File: config.mk
export PLATFORM = sky130hd
export DESIGN_NAME = mtrap_csr_unit
export DESIGN_NICKNAME = d
export VERILOG_FILES = /design/src/rtl/mtrap_csr_unit.sv
export SDC_FILE = /design/constraint.sdc
export NUM_CORES = 1
export LEC_CHECK = 0
export ABC_AREA = 1
export BUFFER_PORTS_ARGS = -buffer_cell sky130_fd_sc_hd__buf_4
export CELL_PAD_IN_SITES_DETAIL_PLACEMENT = 2
export CELL_PAD_IN_SITES_GLOBAL_PLACEMENT = 2
export CORE_MARGIN = 5
export CORE_UTILIZATION = 31
export DETAILED_ROUTE_END_ITERATION = 10
export PLACE_DENSITY = 0.89
export SLEW_MARGIN = 20
export SYNTH_ARGS = -nofsm -noshare
export SYNTH_HDL_FRONTEND = slang
export SYNTH_SLANG_ARGS = --single-unit
File: constraint.sdc
create_clock -name clk -period 4.05 [get_ports clk]
set_clock_uncertainty 0.2 [all_clocks]
set_input_delay 0.81 -clock clk [delete_from_list [all_inputs] [get_ports clk]]
set_output_delay 0.81 -clock clk [all_outputs]
set_load 0.01 [all_outputs]
File: src/rtl/mtrap_csr_unit.sv
module mtrap_csr_unit #(
  parameter logic [31:0] HART_ID  = 32'd0,
  parameter logic [31:0] IMPL_ID  = 32'd1,
  parameter logic [31:0] ISA_WORD = 32'h4010_0100
) (
  input  logic        clk,
  input  logic        rst_n,
  input  logic [11:0] csr_addr,
  input  logic [31:0] csr_wdata,
  input  logic        csr_we,
  input  logic        csr_re,
  output logic [31:0] csr_rdata,
  input  logic        exc_req,
  input  logic [31:0] exc_cause,
  input  logic [31:0] exc_tval,
  input  logic [31:0] pc,
  input  logic        ecall,
  input  logic        mret,
  output logic [31:0] redirect_pc,
  output logic        redirect_valid,
  output logic [1:0]  priv,
  output logic        illegal
);
  localparam logic [1:0] LVL_U = 2'b00;
  localparam logic [1:0] LVL_M = 2'b11;
  localparam logic [11:0] A_STAT = 12'h300, A_ISA = 12'h301, A_IEN = 12'h304,
                          A_VEC = 12'h305, A_EPC = 12'h341, A_CAUSE = 12'h342,
                          A_TVAL = 12'h343, A_IPEND = 12'h344, A_VEND = 12'hF11,
                          A_ARCH = 12'hF12, A_IMPL = 12'hF13, A_HART = 12'hF14;

  logic [1:0]  lvl_q, ppl_q;
  logic        ien_q, pien_q;
  logic [31:0] epc_q, cause_q, tval_q, vec_q, ienreg_q, ipend_q;
  logic        rv_q, ill_q;
  logic [31:0] rpc_q;
  logic [31:0] rd_val, stat_val;

  wire        in_m     = (lvl_q == LVL_M);
  wire        bad_ret  = mret && !in_m && !exc_req && !ecall;
  wire        good_ret = mret && in_m && !exc_req && !ecall;
  wire        take     = exc_req || ecall || bad_ret;
  wire        do_wr    = csr_we && !take && !good_ret;
  wire [31:0] t_cause  = exc_req ? exc_cause : ecall ? (in_m ? 32'd11 : 32'd8) : 32'd2;
  wire [31:0] t_val    = exc_req ? exc_tval : 32'd0;
  wire [31:0] vbase    = {vec_q[31:2], 2'b00};
  wire [31:0] target   = (vec_q[1:0] == 2'b01 && t_cause[31]) ?
                         vbase + {t_cause[29:0], 2'b00} : vbase;

  always_comb begin
    stat_val = '0;
    stat_val[3] = ien_q;
    stat_val[7] = pien_q;
    stat_val[12:11] = ppl_q;
    case (csr_addr)
      A_STAT:  rd_val = stat_val;
      A_ISA:   rd_val = ISA_WORD;
      A_IEN:   rd_val = ienreg_q;
      A_VEC:   rd_val = vec_q;
      A_EPC:   rd_val = epc_q;
      A_CAUSE: rd_val = cause_q;
      A_TVAL:  rd_val = tval_q;
      A_IPEND: rd_val = ipend_q;
      A_IMPL:  rd_val = IMPL_ID;
      A_HART:  rd_val = HART_ID;
      default: rd_val = '0;
    endcase
  end

  assign csr_rdata      = csr_re ? rd_val : '0;
  assign redirect_pc    = rpc_q;
  assign redirect_valid = rv_q;
  assign priv           = lvl_q;
  assign illegal        = ill_q;

  always_ff @(posedge clk) begin
    if (!rst_n) begin
      lvl_q <= LVL_M; ppl_q <= LVL_U; ien_q <= 1'b0; pien_q <= 1'b0;
      epc_q <= '0; cause_q <= '0; tval_q <= '0; vec_q <= '0;
      ienreg_q <= '0; ipend_q <= '0;
      rv_q <= 1'b0; ill_q <= 1'b0; rpc_q <= '0;
    end else begin
      rv_q  <= take || good_ret;
      ill_q <= bad_ret;
      if (take) begin
        epc_q   <= pc;
        cause_q <= t_cause;
        tval_q  <= t_val;
        pien_q  <= ien_q;
        ien_q   <= 1'b0;
        ppl_q   <= lvl_q;
        lvl_q   <= LVL_M;
        rpc_q   <= target;
      end else if (good_ret) begin
        ien_q  <= pien_q;
        pien_q <= 1'b1;
        lvl_q  <= ppl_q;
        ppl_q  <= LVL_U;
        rpc_q  <= epc_q;
      end else if (do_wr) begin
        case (csr_addr)
          A_STAT: begin
            ien_q  <= csr_wdata[3];
            pien_q <= csr_wdata[7];
            ppl_q  <= (csr_wdata[12:11] == LVL_M) ? LVL_M : LVL_U;
          end
          A_IEN:   ienreg_q <= csr_wdata;
          A_VEC:   vec_q    <= csr_wdata;
          A_EPC:   epc_q    <= csr_wdata;
          A_CAUSE: cause_q  <= csr_wdata;
          A_TVAL:  tval_q   <= csr_wdata;
          A_IPEND: ipend_q  <= csr_wdata;
          default: ;
        endcase
      end
    end
  end

  assert_trap_entry_R4: assert property (@(posedge clk) disable iff (!rst_n)
    exc_req |=> (priv == LVL_M) && redirect_valid && !ien_q && epc_q == $past(pc));

  assert_ecall_user_R6: assert property (@(posedge clk) disable iff (!rst_n)
    (ecall && !exc_req && priv == LVL_U) |=> cause_q == 32'd8);

  assert_ret_target_R7: assert property (@(posedge clk) disable iff (!rst_n)
    (mret && priv == LVL_M && !exc_req && !ecall) |=> redirect_pc == $past(epc_q));

  assert_illegal_trap_R8: assert property (@(posedge clk) disable iff (!rst_n)
    illegal |-> (cause_q == 32'd2) && (priv == LVL_M) && redirect_valid);

  assert_write_dropped_R9: assert property (@(posedge clk) disable iff (!rst_n)
    (exc_req && csr_we && csr_addr == A_TVAL) |=> tval_q == $past(exc_tval));

  assert_no_spurious_R10: assert property (@(posedge clk) disable iff (!rst_n)
    !(exc_req || ecall || mret) |=> !redirect_valid);
endmodule

==> impl_metrics.ini, run 1 <==
[critical_path]
rr_worst_depth = 18
reg2reg_setup_slack_ns = 0.21
crit_fanout = 15
crit_path_end_kind = primary output
cp_num_buf_inv = 6
startpoint_type = input pin
cp_cell_sequence = buf_4 -> nor2_2 -> inv_1 -> nor2_2 -> inv_1 -> nor2_1 -> nand2_2 -> inv_4 -> buf_12 -> nand2_1 -> o221ai_1 -> nor3_1 -> nor2_1 -> buf_4
critical_path.top_delay_family = simple AND/OR/NAND/NOR gates
reg2reg_to = redirect_pc[30]
slowest_stage = nor2_1
path_class = in -> out
reg2reg_from = priv[0]
worstPathRequired_ns = 3.04
critPathArrivalTime_ns = 2.95
slowest_delay_ns = 0.23

[clocking]
numCtsBuffers = 28
cts_setup_buffers = 0
cts_buffer_depth = 3
path_clk_slew_ns = 0.06
cts_hold_buf = 0
cts-htree-levels = 1
root_buffer = clkbuf_16
cts.sinks = 232
tritoncts = done
clk_latency_ns = 0.57

[synthesis]
postSynth.asyncResetShare_pct = 0
synth_enable_flop_cells = 0
synth-seq-cells = 232
ys_warn_count = 0
synthFlopType = dfxtp_1
syn-cell-area_um2 = 12990
synthCells = 1915
avgSynthCellArea_um2 = 6.781
syn_nets = 2092
ys_seq_area_share_pct = 35.76
synthDistinctLibCells = 47

[job]
cap_violations = 0

[floorplan]
die_h_um = 214.7
die_w_um = 214.7
row_count = 75
dieArea_um2 = 46080
initial_core_util_pct = 31.17
core_area_um2 = 41670
pin_count = 215

[layout]
post-route-cell-area_um2 = 16150
syn_to_final_growth_pct = 24.36
drive_gt1_share_pct = 16.93
final_common_cell = nand2_1
fin_nets = 2256
layout.cells.non_filler = 2640
final_cell_mix = 387 x nand2_1, 274 x inv_1, 238 x buf_4
fillCellCount = 4896

[routing]
antenna_left = 0
via_per_inst = 6.089
drc = 0
wl_um = 79120
drtIter0Drc = 1610
wire_per_inst_um = 29.97
vias = 16080
drt-pass1-iter-count = 7

[timing]
max_freq_mhz = 252.3
timing.hold.ws_ns = 0.2681
worst_pin_slew_ns = 1.045
slew_headroom_pct = 30.25
rsz0062_at_grt = no
period_minus_slack_ns = 3.964
hold_viol_final = 0
setup_viol = 0
maxSlewViolCount = 0
post-route-period-util_pct = 97.88

[power]
worst_ir_drop_vdd_mv = 0.3144
p_comb_share_pct = 12.1
p_leak_nw = 6.775
p_sw_w = 0.001711
power_frac_clock_pct = 46.3
switching_share_pct = 28.85
p_seq_share_pct = 41.6
p_int_w = 0.004220
power_density_nw_per_um2 = 367.3

[global_route]
first_global_vias = 17850
antenna_found_initial = 6
grt_pass1_wl_um = 115400
overflow = 0
grt_use_total_pct = 31.97
grt_max_degree = 146

[placed_design]
placed_area_um2 = 15150
dpl.hpwl_um = 48820
placed_cells = 2587
place_congestion = 0.9024
portBuffers = 214

[hold_path]
hold_depth = 2
hp-start = ipend_q[28]
min_to = ipend_q[28]
hold_path.class = reg -> reg

[outcome]
status = finished clean
## worst max-delay path by stage
| stage | endpoint | cells past startpoint | slack (ns) | from |
|---|---|---|---|---|
| 6_report | csr_rdata[21] | 14 | 0.09 | csr_addr[3] |
| 5_1_grt | csr_rdata[15] | 14 | 0.01 | csr_addr[3] |
| 4_1_cts | csr_rdata[18] | 14 | 0.06 | csr_addr[3] |
| 3_5_place_dp | redirect_pc[30] | 20 | -0.02 | exc_req |
| 3_3_place_gp | redirect_pc[30] | 20 | 0.26 | exc_req |
| 2_1_floorplan | redirect_pc[24] | 16 | 0.65 | exc_req |
## timing repair
action                     in CTS  in global routing
resized for setup               1                  4
setup endpoints to repair       4                  6
gates cloned                    0                  1
## final cells by class
type | instances | area, um2 | share of cell area [%]
Antenna cell | 4 | 10.01 | 0.06198
Clock inverter | 5 | 77.57 | 0.4804
Multi-Input combinational cell | 1285 | 6785 | 42.02
Timing Repair Buffer | 249 | 2012 | 12.46
Clock buffer | 43 | 878.3 | 5.439
Sequential cell | 232 | 4644 | 28.76
Tap cell | 539 | 674.4 | 4.176
Inverter | 283 | 1067 | 6.609
## power groups by stage
stage	registers (W)	clock network [W]	logic, W
after global routing	0.00247	0.00281	0.000746
after detailed placement	0.00250	0	0.000654
final	0.00247	0.00275	0.000715
after global placement	0.00250	0	0.000617
after CTS	0.00246	0.00273	0.000693
after floorplan	0.00247	0	0.000322
## tightest hold or removal path, delay by kind of cell (launching register included)
family,cells,cell delay [ns]
AOI/OAI and AO/OA,1,0.06
buffers and inverters,1,0.07
DFF,1,0.30
## cells by family after synthesis
family | Yosys count | share of synthesized area (%)
compound gates | 547 | 26.48
xor+xnor | 8 | 0.5396
fa+ha+maj | 30 | 2.948
buf+inv | 398 | 12.25
flops | 232 | 35.76
simple gates | 700 | 22.03
## sequential cells by signal, summed over array words and instances (netlist names)
name / cells
cause_q: 32
epc_q: 32
ien_q: 1
ienreg_q: 32
illegal: 1
ipend_q: 32
pien_q: 1
ppl_q: 2
priv: 2
redirect_pc: 32
redirect_valid: 1
tval_q: 32
vec_q: 32
## routing by layer
layer / wire length, um / part of all wire [%] / track usage (%)
met1: 30900 / 39 / 39.26
met2: 37120 / 47 / 53.98
met3: 6546 / 8.3 / 5.478
met4: 4527 / 5.7 / 16.21
met5: 25 / 0.032 / 0
## metrics by stage
step	setup slack [ns]	utilization (%)	power (W)	TNS, ns
after CTS	0.05999	38.66	0.005885	0
final	0.08583	38.76	0.005931	0
after global routing	0.01014	38.75	0.006033	0
after global placement	0.2571	36.36	0.003114	0
after detailed placement	-0.02033	36.36	0.003157	-0.03408
after floorplan	0.6540	-	0.002793	0
## cells in the mapped netlist (8+ instances only)
master / count / area [um2]
nand2_1: 389 / 1460
a211oi_1: 32 / 240.2
clkbuf_1: 66 / 247.7
dfxtp_1: 232 / 4644
buf_1: 8 / 30.03
a211oi_2: 32 / 400.4
o22ai_1: 38 / 237.7
nand4_1: 9 / 56.30
a31oi_1: 96 / 600.6
nor2_1: 175 / 656.9
o21ai_1: 10 / 50.05
inv_1: 276 / 1036
o221ai_1: 27 / 236.5
a21oi_1: 116 / 580.6
nor3_1: 41 / 205.2
nand3_1: 65 / 325.3
buf_2: 33 / 165.2
o21a_1: 13 / 97.59
ha_1: 29 / 362.9
o211ai_1: 9 / 67.56
o21ai_0: 158 / 790.8
Note: power is estimated with default switching activity, not from simulation.
==> run 2, diff against run 1 <==
- CORE_UTILIZATION: 31 -> 34
- PLACE_DENSITY: 0.89 -> 0.95
- clock period: 4.05 -> 4.8 ns (I/O delays scaled with it)
==> run 2 against run 1 <==
Net effect:
- non-clock buffer count is the same
- die area decreased by 8.4%
- critical path type unchanged
- via count is 1.7% higher
- total power decreased by 18%
- worst setup slack improved by 0.079 ns
- sequential share of layout area grew 0.44 points
- clock power decreased by 22%
- hold slack better by 0.013 ns
- global-route usage increased by 5.1 points
- critical path depth unchanged
==> impl_metrics.ini, run 2 (synthesis results as in run 1) <==
[routing]
wire_per_inst_um = 31.14
wl_um = 81210
drt-pass1-iter-count = 5
via_per_inst = 6.266
drc = 0
vias = 16340
drtIter0Drc = 1477
antenna_left = 0

[timing]
period_minus_slack_ns = 4.635
setup_viol = 0
worst_pin_slew_ns = 1.032
rsz0062_at_grt = no
tns_ns = 0
finalWorstSetupSlack_ns = 0.1652
max_freq_mhz = 215.8
maxSlewViolCount = 0
timing.hold.ws_ns = 0.2811
post-route-period-util_pct = 96.56
slew_headroom_pct = 31.23
hold_viol_final = 0

[clocking]
cts_buffer_depth = 3
cts-htree-levels = 1
path_clk_slew_ns = 0.06
tritoncts = done
cts_hold_buf = 0
numCtsBuffers = 27
root_buffer = clkbuf_16
clk_latency_ns = 0.58
cts.sinks = 232
cts_setup_buffers = 0
post_cts_resized = 0

[critical_path]
critPathArrivalTime_ns = 3.47
slowest_stage = buf_4
crit_start = csr_addr[3]
crit_path_end_kind = primary output
cp.depth = 14
startpoint_type = input pin
cp_num_buf_inv = 6
path_class = in -> out
crit_fanout = 20
cp_cell_sequence = buf_4 -> nor2_1 -> inv_1 -> nor2_2 -> inv_1 -> nor2_1 -> nand2_1 -> inv_1 -> buf_4 -> nand2_1 -> o221ai_1 -> nor3_1 -> nor2_1 -> buf_4
slowest_delay_ns = 0.34
critical_path.top_delay_family = simple AND/OR/NAND/NOR gates
rr_worst_depth = 14
cp-endpoint = csr_rdata[22]
reg2reg_to = redirect_pc[24]
reg2reg_setup_slack_ns = 0.90
worstPathRequired_ns = 3.64
reg2reg_from = priv[0]

[layout]
fin_nets = 2255
final_cell_mix = 388 x nand2_1, 275 x inv_1, 246 x buf_4
multi_input_area_um2 = 6783
drive_gt1_share_pct = 16.71
final_common_cell = nand2_1
fillCellCount = 4485
syn_to_final_growth_pct = 22.47
regArea_um2 = 4644

[floorplan]
row_count = 71
core_area_um2 = 37670
dieArea_um2 = 42200
pin_count = 215
die_h_um = 205.4
initial_core_util_pct = 34.48
die_w_um = 205.4

[placed_design]
dpl.hpwl_um = 52750
portBuffers = 214
post-place-ws_ns = 0.3753
place_congestion = 0.9183

[power]
worst_ir_drop_vdd_mv = 0.2111
power_density_nw_per_um2 = 304.5
total_power_w = 0.004844
p_leak_nw = 6.686

[global_route]
grt_use_total_pct = 37.05
first_global_vias = 17960
grt_pass1_wl_um = 119100
antenna_found_initial = 3
grt_max_degree = 91
overflow = 0

[hold_path]
hp-start = ipend_q[7]
hold_path.class = reg -> reg

[job]
cap_violations = 0

[outcome]
status = finished clean
-- run 2: cell types whose count changed in the layout (fill, tap and decap cells not counted), moves of 2 or more --
cell,change
buf_4,+8
buf_12,-7
clkbuf_16,-3
clkbuf_8,-3
clkinv_2,+2
inv_6,+2
-- run 2: how the worst min path moves through the flow --
| stage | to | depth (start not counted) | slack [ns] |
|---|---|---|---|
| finish | ipend_q[7] | 2 | 0.28 |
| global route | ipend_q[8] | 2 | 0.30 |
| CTS | ipend_q[8] | 2 | 0.27 |
| detailed placement | ipend_q[8] | 2 | 0.25 |
| global placement | ipend_q[8] | 2 | 0.23 |
| floorplan | ipend_q[11] | 2 | 0.22 |
-- run 2: power breakdown --
| part | internal (W) | switching [W] | leakage [nW] |
|---|---|---|---|
| clock network | 0.00119 | 0.000967 | 0.426 |
| logic | 0.000197 | 0.000412 | 4.37 |
| registers | 0.00201 | 0.0000734 | 1.90 |
-- run 2: worst reg2reg max path, cell delays in order (launching register included) --
cell     delay [ns]
dfxtp_1        0.49
nand2_2        0.18
o21ai_0        0.31
ha_1           0.25
inv_1          0.08
fa_1           0.45
inv_1          0.13
nand2_1        0.09
o21ai_0        0.55
a21oi_1        0.29
or2_2          0.37
nand4_1        0.12
nand3_1        0.11
nand2_1        0.10
nand2_1        0.07
-- run 2: area by class of cell --
| cell class | count | share of cell area (%) |
|---|---|---|
| Timing Repair Buffer | 249 | 11.99 |
| Sequential cell | 232 | 29.20 |
| Clock inverter | 8 | 0.4720 |
| Tap cell | 511 | 4.020 |
| Clock buffer | 37 | 4.925 |
| Multi-Input combinational cell | 1285 | 42.65 |
| Antenna cell | 3 | 0.04720 |
| Inverter | 283 | 6.695 |
-- run 2: through the flow --
stage               cells  util (%)  instance area [um2]
CTS                  2605     42.20                15890
global route         2607     42.22                15900
detailed placement   2560     39.92                15040
floorplan            1915         -                12990
finish               2608     42.22                15900
global placement     2560     39.92                15040
-- run 2: per-layer routing --
metal | GRT usage, % | part of all wire [%] | wire, um
met5 | 0 | 0.016 | 13
met2 | 60.97 | 46 | 37430
met3 | 7.691 | 9.2 | 7466
met4 | 18.80 | 5.8 | 4678
met1 | 45.95 | 39 | 31630
